[src/rtl/stk_pkg.sv]
package stk_pkg;
    localparam int DATA_W    = 8;
    localparam int ADDR_W    = 16;
    localparam int IFLAG_BIT = 2;
    localparam logic [DATA_W-1:0] STACK_PAGE = 8'h01;

    typedef enum logic [2:0] {
        OP_JUMP = 3'd0,
        OP_CALL = 3'd1,
        OP_RET  = 3'd2,
        OP_RTI  = 3'd3,
        OP_PUSH = 3'd4,
        OP_PULL = 3'd5
    } cmd_op_e;

    typedef enum logic [3:0] {
        ST_IDLE, ST_INT_PCH, ST_INT_PCL, ST_INT_PSR, ST_VEC_LO, ST_VEC_HI,
        ST_CALL_HI, ST_CALL_LO, ST_RET_LO, ST_RET_HI,
        ST_RTI_PSR, ST_RTI_LO, ST_RTI_HI, ST_PUSH, ST_PULL
    } step_e;

    typedef enum logic [1:0] {SP_HOLD, SP_DEC, SP_INC} sp_op_e;

    typedef struct packed {
        logic   we;
        logic   re;
        sp_op_e sp_op;
        logic   vec;
    } step_ctl_t;

    function automatic step_ctl_t step_decode(step_e s);
        step_ctl_t c;
        c = '{we: 1'b0, re: 1'b0, sp_op: SP_HOLD, vec: 1'b0};
        case (s)
            ST_INT_PCH, ST_INT_PCL, ST_INT_PSR,
            ST_CALL_HI, ST_CALL_LO, ST_PUSH: begin
                c.we = 1'b1; c.sp_op = SP_DEC;
            end
            ST_RET_LO, ST_RET_HI, ST_RTI_PSR,
            ST_RTI_LO, ST_RTI_HI, ST_PULL: begin
                c.re = 1'b1; c.sp_op = SP_INC;
            end
            ST_VEC_LO, ST_VEC_HI: begin
                c.re = 1'b1; c.vec = 1'b1;
            end
            default: ;
        endcase
        return c;
    endfunction

    function automatic logic is_last(step_e s);
        return (s == ST_VEC_HI) || (s == ST_CALL_LO) || (s == ST_RET_HI) ||
               (s == ST_RTI_HI) || (s == ST_PUSH) || (s == ST_PULL);
    endfunction
endpackage

[src/rtl/stk_pointer.sv]
module stk_pointer
    import stk_pkg::*;
#(
    parameter logic [DATA_W-1:0] RESET_SP = 8'hFF
) (
    input  logic              clk,
    input  logic              rst,
    input  sp_op_e            op,
    output logic [DATA_W-1:0] sp,
    output logic [ADDR_W-1:0] stack_addr
);
    logic [DATA_W-1:0] sp_inc;

    assign sp_inc     = sp + 1'b1;
    assign stack_addr = (op == SP_INC) ? {STACK_PAGE, sp_inc} : {STACK_PAGE, sp};

    always_ff @(posedge clk) begin
        if (rst) begin
            sp <= RESET_SP;
        end else begin
            case (op)
                SP_DEC:  sp <= sp - 1'b1;
                SP_INC:  sp <= sp_inc;
                default: sp <= sp;
            endcase
        end
    end
endmodule

[src/rtl/stk_irq_arb.sv]
module stk_irq_arb (
    input  logic clk,
    input  logic rst,
    input  logic nmi_in,
    input  logic irq_in,
    input  logic i_flag,
    input  logic idle,
    output logic nmi_pend,
    output logic take_int,
    output logic take_nmi
);
    logic nmi_q;

    assign take_nmi = idle && nmi_pend;
    assign take_int = idle && (nmi_pend || (irq_in && !i_flag));

    always_ff @(posedge clk) begin
        if (rst) begin
            nmi_q    <= 1'b0;
            nmi_pend <= 1'b0;
        end else begin
            nmi_q <= nmi_in;
            if (nmi_in && !nmi_q) begin
                nmi_pend <= 1'b1;
            end else if (take_nmi) begin
                nmi_pend <= 1'b0;
            end
        end
    end
endmodule

[src/rtl/stk_seq_ctrl.sv]
module stk_seq_ctrl
    import stk_pkg::*;
(
    input  logic       clk,
    input  logic       rst,
    input  logic       take_int,
    input  logic       cmd_valid,
    input  logic [2:0] cmd_op,
    output step_e      state,
    output logic       idle,
    output logic       cmd_ready,
    output logic       cmd_go
);
    step_e nxt;

    assign idle      = (state == ST_IDLE);
    assign cmd_ready = idle && !take_int;
    assign cmd_go    = cmd_valid && cmd_ready;

    always_comb begin
        nxt = ST_IDLE;
        case (state)
            ST_IDLE: begin
                if (take_int) begin
                    nxt = ST_INT_PCH;
                end else if (cmd_go) begin
                    case (cmd_op)
                        OP_CALL: nxt = ST_CALL_HI;
                        OP_RET:  nxt = ST_RET_LO;
                        OP_RTI:  nxt = ST_RTI_PSR;
                        OP_PUSH: nxt = ST_PUSH;
                        OP_PULL: nxt = ST_PULL;
                        default: nxt = ST_IDLE;
                    endcase
                end
            end
            ST_INT_PCH: nxt = ST_INT_PCL;
            ST_INT_PCL: nxt = ST_INT_PSR;
            ST_INT_PSR: nxt = ST_VEC_LO;
            ST_VEC_LO:  nxt = ST_VEC_HI;
            ST_CALL_HI: nxt = ST_CALL_LO;
            ST_RET_LO:  nxt = ST_RET_HI;
            ST_RTI_PSR: nxt = ST_RTI_LO;
            ST_RTI_LO:  nxt = ST_RTI_HI;
            default:    nxt = ST_IDLE;
        endcase
    end

    always_ff @(posedge clk) begin
        if (rst) state <= ST_IDLE;
        else     state <= nxt;
    end
endmodule

[src/rtl/stack_irq_seq.sv]
module stack_irq_seq
    import stk_pkg::*;
#(
    parameter logic [ADDR_W-1:0] RESET_PC     = 16'h0000,
    parameter logic [DATA_W-1:0] RESET_STATUS = 8'h04,
    parameter logic [ADDR_W-1:0] NMI_VEC      = 16'hFFFA,
    parameter logic [ADDR_W-1:0] IRQ_VEC      = 16'hFFFE
) (
    input  logic              clk,
    input  logic              rst,
    input  logic              cmd_valid,
    input  logic [2:0]        cmd_op,
    input  logic [ADDR_W-1:0] cmd_addr,
    input  logic [DATA_W-1:0] cmd_data,
    output logic              cmd_ready,
    input  logic              irq_in,
    input  logic              nmi_in,
    output logic [ADDR_W-1:0] mem_addr,
    output logic              mem_we,
    output logic              mem_re,
    output logic [DATA_W-1:0] mem_wdata,
    input  logic [DATA_W-1:0] mem_rdata,
    output logic [ADDR_W-1:0] pc,
    output logic [DATA_W-1:0] status,
    output logic [DATA_W-1:0] sp,
    output logic [DATA_W-1:0] pull_data,
    output logic              busy,
    output logic              done
);
    step_e             state;
    step_ctl_t         ctl;
    logic              idle, cmd_go, take_int, take_nmi, nmi_pend;
    logic              is_nmi;
    logic [ADDR_W-1:0] stack_addr, hold, pc_m1, vec_base;

    stk_seq_ctrl u_ctrl (
        .clk(clk), .rst(rst), .take_int(take_int), .cmd_valid(cmd_valid),
        .cmd_op(cmd_op), .state(state), .idle(idle), .cmd_ready(cmd_ready),
        .cmd_go(cmd_go)
    );

    stk_irq_arb u_arb (
        .clk(clk), .rst(rst), .nmi_in(nmi_in), .irq_in(irq_in),
        .i_flag(status[IFLAG_BIT]), .idle(idle), .nmi_pend(nmi_pend),
        .take_int(take_int), .take_nmi(take_nmi)
    );

    assign ctl = step_decode(state);

    stk_pointer u_sp (
        .clk(clk), .rst(rst), .op(ctl.sp_op), .sp(sp), .stack_addr(stack_addr)
    );

    assign pc_m1    = pc - 1'b1;
    assign vec_base = is_nmi ? NMI_VEC : IRQ_VEC;
    assign busy     = !idle;
    assign mem_we   = ctl.we;
    assign mem_re   = ctl.re;
    assign mem_addr = ctl.vec ? {vec_base[ADDR_W-1:1], (state == ST_VEC_HI)} : stack_addr;

    always_comb begin
        case (state)
            ST_INT_PCH: mem_wdata = pc[ADDR_W-1:DATA_W];
            ST_INT_PCL: mem_wdata = pc[DATA_W-1:0];
            ST_INT_PSR: mem_wdata = status;
            ST_CALL_HI: mem_wdata = pc_m1[ADDR_W-1:DATA_W];
            ST_CALL_LO: mem_wdata = pc_m1[DATA_W-1:0];
            ST_PUSH:    mem_wdata = hold[DATA_W-1:0];
            default:    mem_wdata = '0;
        endcase
    end

    always_ff @(posedge clk) begin
        if (rst) begin
            pc        <= RESET_PC;
            status    <= RESET_STATUS;
            hold      <= '0;
            is_nmi    <= 1'b0;
            pull_data <= '0;
            done      <= 1'b0;
        end else begin
            done <= is_last(state) || (cmd_go && (cmd_op == OP_JUMP));
            if (idle && take_int) begin
                is_nmi <= take_nmi;
            end else if (cmd_go) begin
                case (cmd_op)
                    OP_JUMP: begin
                        pc     <= cmd_addr;
                        status <= cmd_data;
                    end
                    OP_CALL: hold <= cmd_addr;
                    OP_PUSH: hold <= {{(ADDR_W-DATA_W){1'b0}}, cmd_data};
                    default: ;
                endcase
            end
            case (state)
                ST_INT_PSR: status[IFLAG_BIT] <= 1'b1;
                ST_VEC_LO, ST_RET_LO, ST_RTI_LO: hold[DATA_W-1:0] <= mem_rdata;
                ST_VEC_HI, ST_RTI_HI: pc <= {mem_rdata, hold[DATA_W-1:0]};
                ST_RET_HI:  pc <= {mem_rdata, hold[DATA_W-1:0]} + 1'b1;
                ST_RTI_PSR: status <= mem_rdata;
                ST_CALL_LO: pc <= hold;
                ST_PULL:    pull_data <= mem_rdata;
                default: ;
            endcase
        end
    end
endmodule

[config.mk]
export PLATFORM = sky130hd
export DESIGN_NAME = stack_irq_seq
export DESIGN_NICKNAME = d
export VERILOG_FILES = /design/src/rtl/stk_pkg.sv /design/src/rtl/stk_pointer.sv /design/src/rtl/stk_irq_arb.sv /design/src/rtl/stk_seq_ctrl.sv /design/src/rtl/stack_irq_seq.sv
export SDC_FILE = /design/constraint.sdc
export NUM_CORES = 1
export LEC_CHECK = 0
export BUFFER_PORTS_ARGS = -buffer_cell sky130_fd_sc_hd__buf_2
export CAP_MARGIN = 15
export CORE_MARGIN = 2
export CORE_UTILIZATION = 50
export CTS_CLUSTER_DIAMETER = 80
export DETAILED_ROUTE_END_ITERATION = 8
export PLACE_DENSITY_LB_ADDON = 0.15
export SLEW_MARGIN = 40
export SYNTH_ARGS = -nofsm -noshare
export SYNTH_HDL_FRONTEND = slang
export SYNTH_SLANG_ARGS = --single-unit
export TNS_END_PERCENT = 20
[constraint.sdc]
create_clock -name clk -period 4.5 [get_ports clk]
set_input_delay 0.675 -clock clk [delete_from_list [all_inputs] [get_ports clk]]
set_output_delay 0.675 -clock clk [all_outputs]
set_load 0.05 [all_outputs]
==> out/results.txt, run 1 <==
status: finished, final reports clean
slowest CP cell: dfxtp_1
Top cell by count, worst path: nand2_1
Worst Reg-to-Reg Cells: 12
Worst Path Arrival: 3.20 ns
Avg Cell Area, Syn: 7.33 µm²
post-CTS resize count: 0
asr flop ratio synth: 0%
# rows: 34
number of global-route vias before repair: 4,776
WHS: 0.459 ns
input/output buffers: 107
Tot GR Track Use: 31.7%
largest net degree at the start of global routing: 36
Core ar.: 0.00881 mm²
PD cells: 587 mW/mm²
crit end category: output port
top-count cell post-synth: nand2_1
final setup violation count: 0
leakage power: 2.18 nW
post-synthesis adder-cell area fraction: 1.92%
average vias per placed instance: 6.36
first-pass GRT wire length: 25,200 µm
Post-synth top cells: nand2_1 (81), dfxtp_1 (64), nor2_1 (54)
Synth cell types: 63
Num CTS Buffers: 9
Synth Register Bits: 64
ANT cells: 0
CP cell instances: nor2_1, o21ai_0, nand2_1, inv_1, ha_1, buf_4, nand4_1, or4_1, xor2_1, nand2_1, buf_2
terminus of the critical flop-to-flop path: u_sp.sp[5]$_SDFFE_PP1P_
Worst-Skew Late Latency: 0.35 ns
top post-synthesis cells by area: dfxtp_1 (28%), nand2_1 (6.7%), a21oi_1 (5.6%), nor2_1 (4.4%), xnor2_1 (3.6%)
Worst Max-Slew Pin Slew: 0.716 ns
1st-iter DRT viols: 530
clk sink count: 64
final wirelength: 15,500 µm
share of layout cells above drive strength 1: 21.1%
Synth Area in XOR/XNOR: 6.13%
CP Launch Type: flop
Finished Layout Cells: 811
First-pass DRT Iterations: 6
Period minus WS final: 3.87 ns
cell taking the most area after synthesis: dfxtp_1
Antenna Violating Nets Remaining: 0
YS warnings: 0
Max-cap violations: 0
Final TNS setup: 0 ns
CTS tree: done
GPL Wtd Cong: 0.966
Final HPWL DP: 11,400 µm
Rel. slew slack: 52.2%
Die ar.: 0.00992 mm²
share of the clock period used by the worst path: 86.1%
Via Count: 5,156
Post-Syn Area: 0.00457 mm²
drt wl/cell: 19.1 µm
die height: 99.6 µm
H-tree lvl count: 3
Post-CTS Repair Setup Buffers: 0
area delta synth->final: 15.3%
Hold Path Cell Cnt: 2
Min-Delay Path Class: reg -> reg
Max Slew Vio Count: 0
VDD IR-drop max: 245 µV
clock-pin transition on the worst setup and hold timing paths: 0.08 ns
HP Start: pull_data[3]$_SDFFE_PP0P_
WP data required: 3.83 ns
clk_skew: 0.00729 ns
max incr delay on CP: 0.74 ns
hold endpoint: pull_data[3]$_SDFFE_PP0P_
top-area cell type share of the netlist area: 28.0%
I/O pin count: 109
GR Overflow Total: 0
reg-to-reg startpoint: u_ctrl.state[3]$_SDFF_PP0_
clk buf depth: 2
EDFF count, synth: 0
multiplexer area fraction after synthesis: 4.44%
Hold Vio Cnt, Final: 0
critical path fanouts, max: 19
Post-Syn Nets: 670
WS Path Type: reg -> out
Initial Utilization: 51.9%
Compound-Gate Fraction of Synth Area: 23.6%
dominant synthesized flop cell: dfxtp_1
largest family of logic cells by synthesized area: simple AND/OR/NAND/NOR gates
CTS root buf: clkbuf_8
Post-Syn Instances: 623
fin nets: 745
Worst R2R Setup Slack: 1.46 ns
Fmax achieved: 258 MHz
Simple-Gate Fraction of Synth Area: 28.3%
initial antenna violation count: 0
Post-route DRC: 0
post-synthesis sequential area ratio: 28.0%
placed insts: 795
Die X: 99.6 µm
unrepaired setup endpoints after global routing: false
cts hold-fix bufs: 0
==> report_power, final <==
group | internal [mW] | total (mW) | switching [mW]
registers | 0.657 | 0.857 | 0.200
clock network | 0.273 | 0.533 | 0.260
logic | 0.543 | 1.70 | 1.16
==> layout make-up <==
type	instances	area, µm²
fill	846	3540
multi-input combinational	486	2960
sequential	64	1280
timing repair buffer	118	618
clock buffer	10	138
tap	108	135
inverter	19	71.3
clock inverter	6	67.6
==> worst max-delay path: cells and delay by family (launching register included) <==
family	cells	cell delay (ns)
AOI/OAI and AO/OA	1	0.19
xor gates and xnor gates	1	0.17
buffers and inverters	3	0.52
DFF	1	0.74
and+or+nand+nor	5	1.09
adders and majority gates	1	0.13
==> routing by layer <==
layer	track usage (%)	vias to the layer above	wire (µm)
met5	0	-	0
met4	12.0	0	330
met3	4.78	31	1650
met2	47.9	325	6800
met1	45.6	2417	6740
li1	-	2383	-
==> sequential cells by signal (all words and copies together), names as in the netlist <==
register        count
hold               16
pc                 16
pull_data           8
status              8
u_sp.sp             8
u_ctrl.state        4
done                1
is_nmi              1
u_arb.nmi_pend      1
u_arb.nmi_q         1
==> worst max-delay path by stage <==
stage	startpoint	end	slack, ns	cells after the start
floorplan	pc[0]$_SDFFE_PP0P_	mem_wdata[0]	0.59	6
finish	u_ctrl.state[3]$_SDFF_PP0_	mem_addr[7]	0.63	11
global placement	u_ctrl.state[3]$_SDFF_PP0_	mem_addr[7]	1.15	11
CTS	u_ctrl.state[3]$_SDFF_PP0_	mem_addr[7]	0.66	11
detailed placement	u_ctrl.state[3]$_SDFF_PP0_	mem_addr[7]	1.05	11
global route	u_ctrl.state[3]$_SDFF_PP0_	mem_addr[7]	0.39	11
==> kinds of logic (layout without fill, tap and decap cells) <==
family	count (synthesis)	count (layout)
buffers and inverters	73	153
multiplexers	19	19
other	1	1
AND/OR/NAND/NOR	262	262
flip-flops	64	64
AO/OA/AOI/OAI	165	165
adder cells (fa/ha/maj)	7	7
XOR/XNOR	32	32
==> cells in the final DEF (no fill, tap or decap), types with 11 or more instances in the layout <==
cell,netlist,routed
mux2i_1,15,15
buf_4,8,11
o21ai_0,26,26
o211ai_1,12,12
inv_1,18,18
xor2_1,13,13
nand2b_1,12,12
xnor2_1,19,19
nand2_1,81,81
a22oi_1,13,12
nor3_1,19,19
nor2_1,54,54
a21oi_1,51,51
a211oi_1,14,14
nand3_1,26,26
dfxtp_1,64,64
nor4_1,12,12
buf_2,6,107
==> per-stage QoR <==
step / util, % / setup WS, ns / cell area (µm²) / total power [mW]
detailed placement: 57.5 / 1.05 / 5060 / 2.54
CTS: 59.8 / 0.659 / 5270 / 3.07
finish: 59.8 / 0.626 / 5270 / 3.09
global route: 59.8 / 0.393 / 5270 / 3.28
floorplan: - / 0.587 / 4570 / 2.16
global placement: 57.4 / 1.15 / 5060 / 2.52
No activity file was read; power rests on OpenSTA's default activity.
==> run 2: changes to the inputs <==
--- a/config.mk
+++ b/config.mk
@@ -6,11 +6,12 @@
 export NUM_CORES = 1
 export LEC_CHECK = 0
 export BUFFER_PORTS_ARGS = -buffer_cell sky130_fd_sc_hd__buf_2
-export CAP_MARGIN = 15
-export CORE_MARGIN = 2
+export CAP_MARGIN = 20
+export CORE_MARGIN = 1.5
 export CORE_UTILIZATION = 50
 export CTS_CLUSTER_DIAMETER = 80
 export DETAILED_ROUTE_END_ITERATION = 8
+export GPL_TIMING_DRIVEN = 0
 export PLACE_DENSITY_LB_ADDON = 0.15
 export SLEW_MARGIN = 40
 export SYNTH_ARGS = -nofsm -noshare
==> run 2 against run 1 <==
The flow now finishes with violations (design-rule violations). Global-route usage increased by 3.3 points. Final cell count up 4.6%. Total power grew 1.6%. Worst setup slack lost 0.15 ns. Clock skew increased by 0.0023 ns. Register-to-register slack got worse by 0.26 ns. Sequential power shrank 7.4%. Utilization increased by 1.6 points. Flip-flop and latch count is the same.
==> out/results.txt, run 2 (synthesized netlist as in run 1, its figures left out) <==
commonest non-fill, non-tap cell in the layout: buf_2
leakage power: 2.25 nW (+2.9%)
CTS root buf: clkbuf_8
Antenna Violating Nets Remaining: 0 (unchanged)
I/O pin count: 109 (unchanged)
cts hold-fix bufs: 0 (unchanged)
initial antenna violation count: 0 (unchanged)
Hold Vio Cnt, Final: 0 (unchanged)
Regs by FF count: hold: 16 flops, pc: 16 flops
terminus of the critical flop-to-flop path: u_sp.sp[5]$_SDFFE_PP1P_
Comb pwr share: 58.6% (+3.5 points)
Max Slew Vio Count: 0 (unchanged)
crit end category: output port
unrepaired setup endpoints after global routing: false
Final HPWL DP: 13,000 µm (+14%)
Int Power: 1.48 mW (+0.40%)
Worst-Skew Late Latency: 0.35 ns (about the same)
Die ar.: 0.00972 mm² (-2.0%)
Worst Reg-to-Reg Cells: 12 (unchanged)
share of layout cells above drive strength 1: 20.4% (-0.65 points)
clock-pin transition on the worst setup and hold timing paths: 0.07 ns (about the same)
critical path fanouts, max: 10 (-9)
Sw Share: 53.0% (+0.56 points)
number of global-route vias before repair: 4,886 (+2.3%)
Worst R2R Setup Slack: 1.20 ns (-0.26 ns)
clk_skew: 0.00959 ns (+0.00230 ns)
Fmax achieved: 249 MHz (-3.7%)
final wirelength: 16,600 µm (+7.0%)
share of power burned in registers: 25.2% (-2.5 points)
Setup crit start: u_ctrl.state[0]$_SDFF_PP0_
Sw Pwr: 1.67 mW (+2.7%)
drt wl/cell: 19.6 µm (+2.3%)
Clk network pwr share: 16.2% (-1.0 points)
GR Overflow Total: 0 (unchanged)
GPL Wtd Cong: 0.988 (+2.3%)
share of the clock period used by the worst path: 89.4% (+3.3 points)
First-pass DRT Iterations: 8 (+2)
CP Launch Type: flop
# rows: 34 (unchanged)
post-CTS resize count: 0 (unchanged)
status: finished, violations left
input/output buffers: 103 (-3.7%)
Rel. slew slack: 49.4% (-2.9 points)
PD cells: 581 mW/mm² (-1.1%)
reg-to-reg startpoint: u_ctrl.state[0]$_SDFF_PP0_
fin nets: 783 (+5.1%)
die height: 98.6 µm (-1.0%)
largest net degree at the start of global routing: 12 (-67%)
CTS tree: done
Num CTS Buffers: 9 (unchanged)
Worst Max-Slew Pin Slew: 0.759 ns (+0.0428 ns)
area delta synth->final: 18.4%
commonest non-fill, non-tap cells in the layout: buf_2 (109), nand2_1 (81), dfxtp_1 (64), nor2_1 (54), a21oi_1 (51)
1st-iter DRT viols: 489 (-7.7%)
Post-route DRC: 9 (+9)
H-tree lvl count: 3 (unchanged)
Worst Path Arrival: 3.35 ns (+0.15 ns)
clk buf depth: 2 (unchanged)
Core ar.: 0.00881 mm² (unchanged)
Period minus WS final: 4.02 ns (+0.149 ns)
Via Count: 5,233 (+1.5%)
Post-CTS Repair Setup Buffers: 0 (unchanged)
Hold Path Cell Cnt: 2 (unchanged)
WS Path Type: reg -> out
final setup violation count: 0 (unchanged)
Finished Layout Cells: 848 (+4.6%)
Die X: 98.6 µm (-1.0%)
Critical Path Sink: mem_addr[0]
Max-cap violations: 0 (unchanged)
WP data required: 3.83 ns (about the same)
first-pass GRT wire length: 26,600 µm (+5.5%)
Initial Utilization: 51.9% (unchanged)
Final TNS setup: 0 ns (unchanged)
Min-Delay Path Class: reg -> reg
average vias per placed instance: 6.17 (-2.9%)
clk sink count: 64 (unchanged)
failing checks: design-rule violations
ANT cells: 0 (unchanged)
Tot GR Track Use: 35.1% (+3.3 points)
placed insts: 834 (+4.9%)
VDD IR-drop max: 269 µV (+10%)
[run 2: area by class of cell]
cell class / count / area [µm²]
clock inverter: 5 / 58.8
sequential: 64 / 1280
inverter: 19 / 71.3
fill: 847 / 3390
buffer: 53 / 270
clock buffer: 10 / 128
multi-input combinational: 486 / 2950
tap: 108 / 135
timing repair buffer: 103 / 515
[run 2: per-layer routing]
| metal | global-route usage [%] | vias to the layer above | wire (µm) |
|---|---|---|---|
| met1 | 50.2 | 2432 | 7300 |
| li1 | - | 2458 | - |
| met4 | 12.2 | 0 | 432 |
| met3 | 5.32 | 35 | 1620 |
| met5 | 0 | - | 0 |
| met2 | 53.7 | 308 | 7260 |
[run 2: per-stage QoR]
step           hold WS [ns]  utilization (%)  power [mW]  setup slack (ns)  instance area, µm²
3_3_place_gp          0.442             59.3        2.58             0.723                5220
3_5_place_dp          0.447             59.3        2.62             0.671                5230
2_1_floorplan         0.432                -        2.16             0.587                4570
4_1_cts               0.458             61.5        3.12             0.283                5410
6_report              0.455             61.5        3.14             0.478                5410
5_1_grt               0.486             61.5        3.33             0.195                5410
[run 2: worst max-delay path: stages, from the launching register on]
cell and delay [ns]:
dfxtp_1 0.43, buf_2 0.25, buf_1 0.43, clkbuf_2 0.35
o21ai_0 0.13, nand2_1 0.12, inv_1 0.05, ha_1 0.27
clkbuf_1 0.26, inv_1 0.14, ha_1 0.23, nand2_1 0.05
o21ai_0 0.08, buf_2 0.23
[run 2: power by group through the flow]
stage / Combinational (mW) / Sequential, mW / Clock [mW]
after floorplan: 1.24 / 0.918 / 0
final: 1.84 / 0.794 / 0.509
after global routing: 1.99 / 0.806 / 0.534
after CTS: 1.82 / 0.787 / 0.506
after detailed placement: 1.82 / 0.801 / 0
after global placement: 1.79 / 0.795 / 0
[run 2: how the worst min path moves through the flow]
| stage | startpoint | endpoint | slack, ns |
|---|---|---|---|
| 3_3_place_gp | pull_data[1]$_SDFFE_PP0P_ | pull_data[1]$_SDFFE_PP0P_ | 0.44 |
| 5_1_grt | pull_data[4]$_SDFFE_PP0P_ | pull_data[4]$_SDFFE_PP0P_ | 0.49 |
| 3_5_place_dp | pull_data[6]$_SDFFE_PP0P_ | pull_data[6]$_SDFFE_PP0P_ | 0.45 |
| 2_1_floorplan | hold[10]$_SDFFE_PP0P_ | hold[10]$_SDFFE_PP0P_ | 0.43 |
| 6_report | pull_data[6]$_SDFFE_PP0P_ | pull_data[6]$_SDFFE_PP0P_ | 0.45 |
| 4_1_cts | pull_data[6]$_SDFFE_PP0P_ | pull_data[6]$_SDFFE_PP0P_ | 0.46 |
